$ cat config.mk
export PLATFORM = sky130hd
export DESIGN_NAME = aai_wr_bridge
export DESIGN_NICKNAME = d
export VERILOG_FILES = /design/src/rtl/aai_pkg.sv /design/src/rtl/aai_frame_buf.sv /design/src/rtl/aai_spi_shift.sv /design/src/rtl/aai_seq.sv /design/src/rtl/aai_wr_bridge.sv
export SDC_FILE = /design/constraint.sdc
export NUM_CORES = 1
export LEC_CHECK = 0
export BUFFER_PORTS_ARGS = -buffer_cell sky130_fd_sc_hd__buf_2
export CORE_ASPECT_RATIO = 0.6
export CORE_MARGIN = 2
export CORE_UTILIZATION = 50
export CTS_CLUSTER_SIZE = 24
export DETAILED_ROUTE_END_ITERATION = 6
export MAX_ROUTING_LAYER = met4
export PLACE_DENSITY = 0.7
export SYNTH_ARGS = -nofsm -noshare
export SYNTH_HDL_FRONTEND = slang
export SYNTH_HIERARCHICAL = 1
export SYNTH_SLANG_ARGS = --single-unit
export TNS_END_PERCENT = 30
$ cat constraint.sdc
create_clock -name clk -period 2.3 [get_ports clk]
set_input_delay 0.23 -clock clk [delete_from_list [all_inputs] [get_ports clk]]
set_output_delay 0.23 -clock clk [all_outputs]
set_load 0.02 [all_outputs]
$ cat src/rtl/aai_pkg.sv
package aai_pkg;

  typedef enum logic [2:0] {
    SQ_IDLE,
    SQ_LOAD,
    SQ_XFER,
    SQ_RDY,
    SQ_TAR
  } seq_state_t;

  typedef enum logic [1:0] {
    SH_IDLE,
    SH_LOW,
    SH_HIGH,
    SH_GAP
  } sh_state_t;

endpackage

$ cat src/rtl/aai_frame_buf.sv
module aai_frame_buf #(
  parameter int OP_W   = 8,
  parameter int ADDR_W = 24,
  parameter int DATA_W = 8,
  parameter logic [OP_W-1:0] PROG_OP = 8'hAF,
  localparam int FR_W   = OP_W + ADDR_W + DATA_W,
  localparam int BITS_W = $clog2(FR_W + 1)
) (
  input  logic              clk,
  input  logic              rst,
  input  logic              load,
  input  logic              first,
  input  logic [ADDR_W-1:0] addr,
  input  logic [DATA_W-1:0] data,
  input  logic              shift,
  output logic              msb,
  output logic [BITS_W-1:0] nbits
);

  localparam int SHORT_W = OP_W + DATA_W;

  logic [FR_W-1:0] sreg;

  always_ff @(posedge clk) begin
    if (rst) begin
      sreg <= '0;
    end else if (load) begin
      if (first) sreg <= {PROG_OP, addr, data};
      else       sreg <= {PROG_OP, data, {ADDR_W{1'b0}}};
    end else if (shift) begin
      sreg <= {sreg[FR_W-2:0], 1'b0};
    end
  end

  assign msb   = sreg[FR_W-1];
  assign nbits = first ? BITS_W'(FR_W) : BITS_W'(SHORT_W);

endmodule

$ cat src/rtl/aai_spi_shift.sv
module aai_spi_shift
  import aai_pkg::*;
#(
  parameter int SCK_DIV = 4,
  parameter int CS_GAP  = 2,
  parameter int BITS_W  = 6,
  localparam int HALF   = SCK_DIV / 2,
  localparam int CNT_W  = (HALF > CS_GAP) ? $clog2(HALF + 1) : $clog2(CS_GAP + 1)
) (
  input  logic              clk,
  input  logic              rst,
  input  logic              start,
  input  logic [BITS_W-1:0] nbits,
  output logic              idle,
  output logic              shift,
  output logic              last,
  output logic              sck,
  output logic              cs_n
);

  sh_state_t         st;
  logic [CNT_W-1:0]  cnt;
  logic [BITS_W-1:0] left;
  logic              half_end;
  logic              gap_end;

  assign half_end = (cnt == CNT_W'(HALF - 1));
  assign gap_end  = (cnt == CNT_W'(CS_GAP - 1));
  assign idle     = (st == SH_IDLE);
  assign shift    = (st == SH_HIGH) && half_end && (left != BITS_W'(1));
  assign last     = (st == SH_HIGH) && half_end && (left == BITS_W'(1));

  always_ff @(posedge clk) begin
    if (rst) begin
      st   <= SH_IDLE;
      cnt  <= '0;
      left <= '0;
      sck  <= 1'b0;
      cs_n <= 1'b1;
    end else begin
      case (st)
        SH_IDLE: begin
          cnt <= '0;
          if (start) begin
            cs_n <= 1'b0;
            left <= nbits;
            st   <= SH_LOW;
          end
        end
        SH_LOW: begin
          if (half_end) begin
            cnt <= '0;
            sck <= 1'b1;
            st  <= SH_HIGH;
          end else begin
            cnt <= cnt + 1'b1;
          end
        end
        SH_HIGH: begin
          if (half_end) begin
            cnt <= '0;
            sck <= 1'b0;
            if (left == BITS_W'(1)) begin
              cs_n <= 1'b1;
              st   <= SH_GAP;
            end else begin
              left <= left - 1'b1;
              st   <= SH_LOW;
            end
          end else begin
            cnt <= cnt + 1'b1;
          end
        end
        default: begin
          if (gap_end) begin
            cnt <= '0;
            st  <= SH_IDLE;
          end else begin
            cnt <= cnt + 1'b1;
          end
        end
      endcase
    end
  end

endmodule

$ cat src/rtl/aai_seq.sv
module aai_seq
  import aai_pkg::*;
#(
  parameter int ADDR_W = 24,
  parameter int DATA_W = 8
) (
  input  logic              clk,
  input  logic              rst,
  input  logic              cfg_en,
  input  logic              cfg_dummy,
  input  logic              cfg_sres,
  input  logic              other_cmd,
  input  logic              host_req,
  input  logic              host_byte,
  input  logic [ADDR_W-1:0] host_addr,
  input  logic [DATA_W-1:0] host_data,
  input  logic              sh_idle,
  input  logic              sh_last,
  output logic              load,
  output logic              first,
  output logic [ADDR_W-1:0] hold_addr,
  output logic [DATA_W-1:0] hold_data,
  output logic              wait_o,
  output logic              ready_o,
  output logic              tar_o,
  output logic              busy_o
);

  seq_state_t st;
  logic       accept;
  logic       restart;

  assign accept  = (st == SQ_IDLE) && host_req && host_byte && cfg_en && !cfg_dummy;
  assign restart = !cfg_en || cfg_sres || other_cmd;
  assign load    = (st == SQ_LOAD) && sh_idle;

  always_ff @(posedge clk) begin
    if (rst) begin
      st        <= SQ_IDLE;
      first     <= 1'b1;
      hold_addr <= '0;
      hold_data <= '0;
      wait_o    <= 1'b0;
      ready_o   <= 1'b0;
      tar_o     <= 1'b0;
      busy_o    <= 1'b0;
    end else begin
      ready_o <= 1'b0;
      tar_o   <= 1'b0;
      if (restart)   first <= 1'b1;
      else if (load) first <= 1'b0;
      case (st)
        SQ_IDLE: begin
          if (accept) begin
            hold_addr <= host_addr;
            hold_data <= host_data;
            wait_o    <= 1'b1;
            st        <= SQ_LOAD;
          end
        end
        SQ_LOAD: begin
          if (load) begin
            busy_o <= 1'b1;
            st     <= SQ_XFER;
          end
        end
        SQ_XFER: begin
          if (sh_last) begin
            busy_o <= 1'b0;
            st     <= SQ_RDY;
          end
        end
        SQ_RDY: begin
          wait_o  <= 1'b0;
          ready_o <= 1'b1;
          st      <= SQ_TAR;
        end
        default: begin
          tar_o <= 1'b1;
          st    <= SQ_IDLE;
        end
      endcase
    end
  end

endmodule

$ cat src/rtl/aai_wr_bridge.sv
module aai_wr_bridge #(
  parameter int ADDR_W  = 24,
  parameter int DATA_W  = 8,
  parameter int OP_W    = 8,
  parameter logic [OP_W-1:0] PROG_OP = 8'hAF,
  parameter int SCK_DIV = 4,
  parameter int CS_GAP  = 2
) (
  input  logic              clk,
  input  logic              rst,
  input  logic              cfg_en,
  input  logic              cfg_dummy,
  input  logic              cfg_sres,
  input  logic              other_cmd,
  input  logic              host_req,
  input  logic              host_byte,
  input  logic [ADDR_W-1:0] host_addr,
  input  logic [DATA_W-1:0] host_data,
  output logic              host_wait,
  output logic              host_ready,
  output logic              host_tar,
  output logic              xfer_busy,
  output logic              spi_cs_n,
  output logic              spi_sck,
  output logic              spi_mosi
);

  localparam int FR_W   = OP_W + ADDR_W + DATA_W;
  localparam int BITS_W = $clog2(FR_W + 1);

  logic              load;
  logic              first;
  logic [ADDR_W-1:0] hold_addr;
  logic [DATA_W-1:0] hold_data;
  logic              sh_idle;
  logic              sh_shift;
  logic              sh_last;
  logic [BITS_W-1:0] nbits;

  aai_seq #(.ADDR_W(ADDR_W), .DATA_W(DATA_W)) u_seq (
    .clk       (clk),
    .rst       (rst),
    .cfg_en    (cfg_en),
    .cfg_dummy (cfg_dummy),
    .cfg_sres  (cfg_sres),
    .other_cmd (other_cmd),
    .host_req  (host_req),
    .host_byte (host_byte),
    .host_addr (host_addr),
    .host_data (host_data),
    .sh_idle   (sh_idle),
    .sh_last   (sh_last),
    .load      (load),
    .first     (first),
    .hold_addr (hold_addr),
    .hold_data (hold_data),
    .wait_o    (host_wait),
    .ready_o   (host_ready),
    .tar_o     (host_tar),
    .busy_o    (xfer_busy)
  );

  aai_frame_buf #(
    .OP_W(OP_W), .ADDR_W(ADDR_W), .DATA_W(DATA_W), .PROG_OP(PROG_OP)
  ) u_buf (
    .clk   (clk),
    .rst   (rst),
    .load  (load),
    .first (first),
    .addr  (hold_addr),
    .data  (hold_data),
    .shift (sh_shift),
    .msb   (spi_mosi),
    .nbits (nbits)
  );

  aai_spi_shift #(.SCK_DIV(SCK_DIV), .CS_GAP(CS_GAP), .BITS_W(BITS_W)) u_sh (
    .clk   (clk),
    .rst   (rst),
    .start (load),
    .nbits (nbits),
    .idle  (sh_idle),
    .shift (sh_shift),
    .last  (sh_last),
    .sck   (spi_sck),
    .cs_n  (spi_cs_n)
  );

endmodule

==> impl_metrics.json, run 1 <==
{
  "pre_cts_ws_ns": 0.295,
  "synthSimpleGateAreaFrac_pct": 16.6,
  "synth-compound-area-share_pct": 14.6,
  "regToRegSetupSlack_ns": 0.26,
  "synth-seq-cells": 92,
  "clk_path_buf_depth": 2,
  "rsz0062_at_grt": "no",
  "worst_r2r_endpoint": "u_sh/left[2]",
  "vdd_drop_max_v": 0.000434,
  "hp-class": "in2reg",
  "finalMaxSlewViolations": 0,
  "synthFlopType": "dfxtp_1",
  "synth.top_cell.area_share_pct": 41.7,
  "p_sw_mw": 1.09,
  "synthesis.area_um2": 4420,
  "crit_slowest_cell": "and4bb_2",
  "finalCriticalPeriod_ns": 2.04,
  "num_vias": 3190,
  "ys_top_cells_by_area": "dfxtp_1, mux2i_1, nand2b_1",
  "fin_ws_ns": 0.263,
  "drc_errors": 0,
  "routed_wl_mm": 9.25,
  "synth-edff-count": 0,
  "dpl.cell_count": 574,
  "setup_tns_ns": 0,
  "slew_headroom_pct": 57.5,
  "fmaxAchievable_mhz": 491,
  "drtAntennaViolNets": 0,
  "area_growth_pct": 13.6,
  "synth_top_area_cell": "dfxtp_1",
  "p_per_area_nw_per_um2": 829,
  "end_kind": "flop",
  "rr_startpoint": "u_sh/st[0]",
  "cp-endpoint": "u_sh/left[2]",
  "status": "finished clean",
  "cts_tree": "done",
  "antenna_found_initial": 0,
  "crit_arrival_ns": 2.23,
  "clock_latency_ns": 0.34,
  "ys_top_cells_by_count": "dfxtp_1, mux2i_1, nand2b_1",
  "cts.clk_slew.worst_paths_ns": 0.06,
  "synth_fa_ha_area_share_pct": 1.98,
  "worstSetupPathType": "reg2reg",
  "drive_above_1_share_pct": 17.4,
  "cts_root_buf": "clkbuf_16",
  "grt_pass1_wl_mm": 15.5,
  "hold_viol": 0,
  "setup_viol": 0,
  "syn_avg_cell_area_um2": 9.98,
  "ys_warn_count": 6,
  "pwr-share-comb_pct": 17.2,
  "holdWs_ns": 0.0915,
  "crit_path_start_kind": "flop",
  "core-area_um2": 8560,
  "ys_seq_area_share_pct": 41.7,
  "grt.total_usage_pct": 20.5,
  "muxShareOfSynthArea_pct": 18.6,
  "dieArea_um2": 9630,
  "boundaryPins": 47,
  "cts_setup_buffers": 0,
  "final_nets": 520,
  "post_cts_resize_count": 0,
  "cp.required_ns": 2.50,
  "drt-initial-drc-count": 272,
  "layout.cells.non_filler": 589,
  "cp_max_fo": 8,
  "routed_via_density": 5.42,
  "avgRoutedWirePerCell_um": 15.7,
  "fin_skew_ns": 0.00722,
  "p_leak_nw": 1.78,
  "cp.depth": 7,
  "grt_max_degree": 63,
  "seqPwrFrac_pct": 42.3,
  "portBuffers": 46,
  "diodes": 0,
  "critPathMaxStageDelay_ns": 0.36,
  "worstMarginPinSlew_ns": 0.631,
  "htree_levels": 3,
  "postCtsHoldBufs": 0,
  "grt_overflow": 0,
  "synth_top_family_by_area": "multiplexers",
  "cts_buffers": 9,
  "synth-xor-area-share_pct": 0,
  "die_h_um": 76.8,
  "yosysMostFrequentCell": "dfxtp_1",
  "crit_start": "u_sh/st[0]",
  "p_int_mw": 3.07,
  "sw_frac_of_total_pct": 26.2,
  "gp_congestion": 0.807,
  "synthArstFlopShare_pct": 0,
  "initial_core_util_pct": 51.7,
  "synthCells": 443,
  "clock-sinks": 92,
  "first_pass_iters": 4,
  "ys_types": 48,
  "path_buf_inv": 1,
  "die_x_um": 125,
  "timing.final.crit_share_pct": 88.6,
  "cap_viol_max_count": 0,
  "dp.final_hpwl_mm": 6.03,
  "clkPwrFrac_pct": 40.5,
  "rows": 26,
  "grt_pass1_vias": 3161,
  "r2r_cells": 7,
  "crit_family": "compound AO/OA/AOI/OAI gates",
  "crit_chain": "inv_1 > ha_1 > and4bb_2 > nand2b_1 > o211ai_1 > o31ai_1 > a21oi_1"
}
-- power groups by stage --
stage	combinational (mW)	sequential, mW	clock [mW]
floorplan	0.516	1.78	0
global placement	0.676	1.79	0
detailed placement	0.705	1.79	0
CTS	0.709	1.76	1.71
global route	0.796	1.77	1.80
finish	0.718	1.76	1.69
-- cells in the final DEF (no fill, tap or decap), drive strengths merged, types with 2 or more instances in the layout --
cell | synthesis | final
clkbuf | 16 | 11
or3 | 3 | 3
o22ai | 8 | 8
nand2 | 5 | 5
inv | 11 | 11
nor3 | 4 | 4
a21boi | 23 | 23
conb | 1 | 3
nand3 | 7 | 7
a311oi | 3 | 3
dfxtp | 92 | 92
ha | 7 | 7
mux2i | 80 | 80
bufinv | 0 | 3
a21oi | 19 | 19
nor2 | 12 | 12
o21ai | 4 | 4
mux2 | 2 | 2
buf | 23 | 56
a31oi | 3 | 3
nor4 | 4 | 4
o31ai | 4 | 4
a211oi | 25 | 25
nand2b | 70 | 70
-- final cells by class --
class	count	area, um^2
Fill cell	727	3530
Multi-Input combinational cell	303	2310
Sequential cell	92	1840
Timing Repair Buffer	56	343
Clock buffer	11	243
Tap cell	112	140
Clock inverter	4	97.6
Inverter	11	41.3
-- flip-flops by register name, indices dropped and copies added (netlist names) --
register	count
u_seq/busy_o	1
u_sh/st	2
u_buf/sreg	40
u_seq/hold_data	8
u_seq/hold_addr	24
u_sh/left	6
u_seq/st	3
u_sh/sck	1
u_seq/ready_o	1
u_sh/cs_n	1
u_sh/cnt	2
u_seq/tar_o	1
u_seq/first	1
u_seq/wait_o	1
-- per-stage QoR --
step / util, % / cell area [um^2] / total power, mW
floorplan: - / 4430 / 2.30
global placement: 54.7 / 4680 / 2.46
detailed placement: 54.7 / 4680 / 2.50
CTS: 58.7 / 5020 / 4.18
global route: 58.7 / 5020 / 4.36
finish: 58.7 / 5020 / 4.16
-- worst reg2reg max path: stages (launching register included) --
cell and delay [ns]:
dfxtp_1 0.34, inv_1 0.14, ha_1 0.18, and4bb_2 0.36
nand2b_1 0.21, o211ai_1 0.22, o31ai_1 0.32, a21oi_1 0.13
-- kinds of logic after synthesis --
kind of cell | Yosys count
other | 1
DFF | 92
and+or+nand+nor | 117
muxes | 82
adders and majority gates | 7
buffers and inverters | 50
AOI/OAI and AO/OA | 94
-- worst min path at each step --
| stage | startpoint | to | slack (ns) | cells past startpoint |
|---|---|---|---|---|
| after floorplan | rst | u_sh/left[0] | 0.30 | 1 |
| after global placement | u_sh/cnt[0] | u_sh/cnt[0] | 0.41 | 1 |
| after detailed placement | u_sh/cnt[0] | u_sh/cnt[0] | 0.43 | 1 |
| after CTS | cfg_sres | u_seq/first | 0.08 | 3 |
| after global routing | other_cmd | u_seq/first | 0.10 | 3 |
| final | cfg_sres | u_seq/first | 0.09 | 3 |
-- metal layers --
metal	part of all wire [%]	track usage, %
met1	53	28.3
met2	42	28.6
met3	4.7	6.56
met4	0.88	6.33
met5	0	-
Note: power is estimated with default switching activity, not from simulation.
==> inputs of run 2 (changes only) <==
--- a/config.mk
+++ b/config.mk
@@ -9,10 +9,12 @@
 export CORE_ASPECT_RATIO = 0.6
 export CORE_MARGIN = 2
 export CORE_UTILIZATION = 50
+export CTS_BUF_LIST = sky130_fd_sc_hd__clkbuf_4 sky130_fd_sc_hd__clkbuf_8 sky130_fd_sc_hd__clkbuf_16
 export CTS_CLUSTER_SIZE = 24
 export DETAILED_ROUTE_END_ITERATION = 6
 export MAX_ROUTING_LAYER = met4
 export PLACE_DENSITY = 0.7
+export SETUP_SLACK_MARGIN = 0.02
 export SYNTH_ARGS = -nofsm -noshare
 export SYNTH_HDL_FRONTEND = slang
 export SYNTH_HIERARCHICAL = 1
==> run 2 against run 1 <==
First-iteration DRC count is 8.8% lower. Clock power hardly changed. Total power is 0.23% higher. Worst hold slack hardly changed. Clock-buffer cell count stayed put. Critical endpoint unchanged. Largest cell class unchanged. Clock skew hardly changed.
==> impl_metrics.json, run 2 (synthesis gave the netlist of run 1 again) <==
{
  "status": "finished clean",
  "finalCriticalPeriod_ns": 2.03,
  "gp_congestion": 0.807,
  "hp-class": "in2reg",
  "portBuffers": 46,
  "core-area_um2": 8560,
  "post_cts_resize_count": 0,
  "slew_headroom_pct": 57.5,
  "layout.cells.non_filler": 589,
  "first_pass_iters": 4,
  "vdd_drop_max_v": 0.000433,
  "dp.final_hpwl_mm": 6.03,
  "cts_setup_buffers": 0,
  "fin_skew_ns": 0.00753,
  "area_growth_pct": 13.7,
  "finalMaxSlewViolations": 0,
  "p_per_area_nw_per_um2": 831,
  "grt_pass1_vias": 3163,
  "fmaxAchievable_mhz": 492,
  "setup_tns_ns": 0,
  "antenna_found_initial": 0,
  "rsz0062_at_grt": "no",
  "worstMarginPinSlew_ns": 0.632,
  "drtAntennaViolNets": 0,
  "drc_errors": 0,
  "timing.final.crit_share_pct": 88.4,
  "cap_viol_max_count": 0,
  "grt.total_usage_pct": 20.5,
  "cts_root_buf": "clkbuf_16",
  "clock_latency_ns": 0.34,
  "hold_viol": 0,
  "setup_viol": 0,
  "dpl.cell_count": 574,
  "top_regs": "u_buf/sreg (40), u_seq/hold_addr (24), u_seq/hold_data (8)",
  "largest_reg_flops": 40,
  "grt_pass1_wl_mm": 15.5,
  "cts_tree": "done",
  "worstSetupPathType": "reg2reg",
  "cp.required_ns": 2.50,
  "p_leak_nw": 1.78,
  "final_common_cell": "dfxtp_1",
  "final_cell_mix": "dfxtp_1, mux2i_1, nand2b_1",
  "rows": 26,
  "power_mw": 4.17,
  "htree_levels": 3,
  "crit_arrival_ns": 2.23,
  "diodes": 0,
  "holdWs_ns": 0.0910,
  "die_h_um": 76.8,
  "clock-sinks": 92,
  "drt-initial-drc-count": 248,
  "cts_buffers": 9,
  "largest-register": "u_buf/sreg",
  "drive_above_1_share_pct": 17.6,
  "crit_path_start_kind": "flop",
  "avgRoutedWirePerCell_um": 15.7,
  "cp_max_fo": 8,
  "die_x_um": 125,
  "dieArea_um2": 9630,
  "grt_overflow": 0,
  "postCtsHoldBufs": 0,
  "grt_max_degree": 63,
  "routed_wl_mm": 9.25,
  "boundaryPins": 47,
  "clk_path_buf_depth": 2,
  "initial_core_util_pct": 51.7,
  "placed_area_um2": 4680,
  "final_nets": 520,
  "cts.clk_slew.worst_paths_ns": 0.06,
  "fin_area_um2": 5020,
  "num_vias": 3189,
  "end_kind": "flop",
  "routed_via_density": 5.41
}
## run 2: cell count changes in the layout (fill, tap and decap cells not counted)
cell | before | now
clkbuf_1 | 1 | 0
clkbuf_4 | 0 | 1
## run 2: path summary, 6_finish.rpt
| kind | from | endpoint | slack [ns] | depth (start not counted) |
|---|---|---|---|---|
| max | u_sh/st[0] | u_sh/left[2] | 0.27 | 7 |
| min | cfg_sres | u_seq/first | 0.09 | 3 |
| min reg2reg | u_sh/cnt[0] | u_sh/cnt[0] | 0.44 | 1 |
| max reg2reg | u_sh/st[0] | u_sh/left[2] | 0.27 | 7 |
## run 2: layer usage
metal	up-vias	part of all wire, %	track usage [%]
met5	-	0	-
met4	0	0.87	6.33
met3	9	4.6	6.56
met2	51	42	28.6
met1	1493	53	28.3
li1	1636	-	-
## run 2: worst max-delay path: stages, from the launching register on
cell and delay (ns):
dfxtp_1 0.34, inv_1 0.14, ha_1 0.18, and4bb_2 0.36
nand2b_1 0.20, o211ai_1 0.22, o31ai_1 0.32, a21oi_1 0.12
## run 2: area by class of cell
| class | count | area (um^2) |
|---|---|---|
| inverter | 11 | 41.3 |
| timing repair buffer | 56 | 343 |
| tap | 112 | 140 |
| fill | 728 | 3530 |
| clock buffer | 11 | 246 |
| clock inverter | 4 | 97.6 |
| multi-input combinational | 303 | 2310 |
| sequential | 92 | 1840 |
## run 2: power breakdown
| part | internal [mW] | switching (mW) |
|---|---|---|
| registers | 1.68 | 0.0747 |
| logic | 0.302 | 0.416 |
| clock network | 1.10 | 0.598 |
## run 2: through the flow
| step | util [%] | worst slack [ns] |
|---|---|---|
| final | 58.7 | 0.266 |
| after CTS | 58.7 | 0.292 |
| after detailed placement | 54.7 | 0.295 |
| after global placement | 54.7 | 0.415 |
| after global routing | 58.7 | 0.134 |
| after floorplan | - | 0.438 |
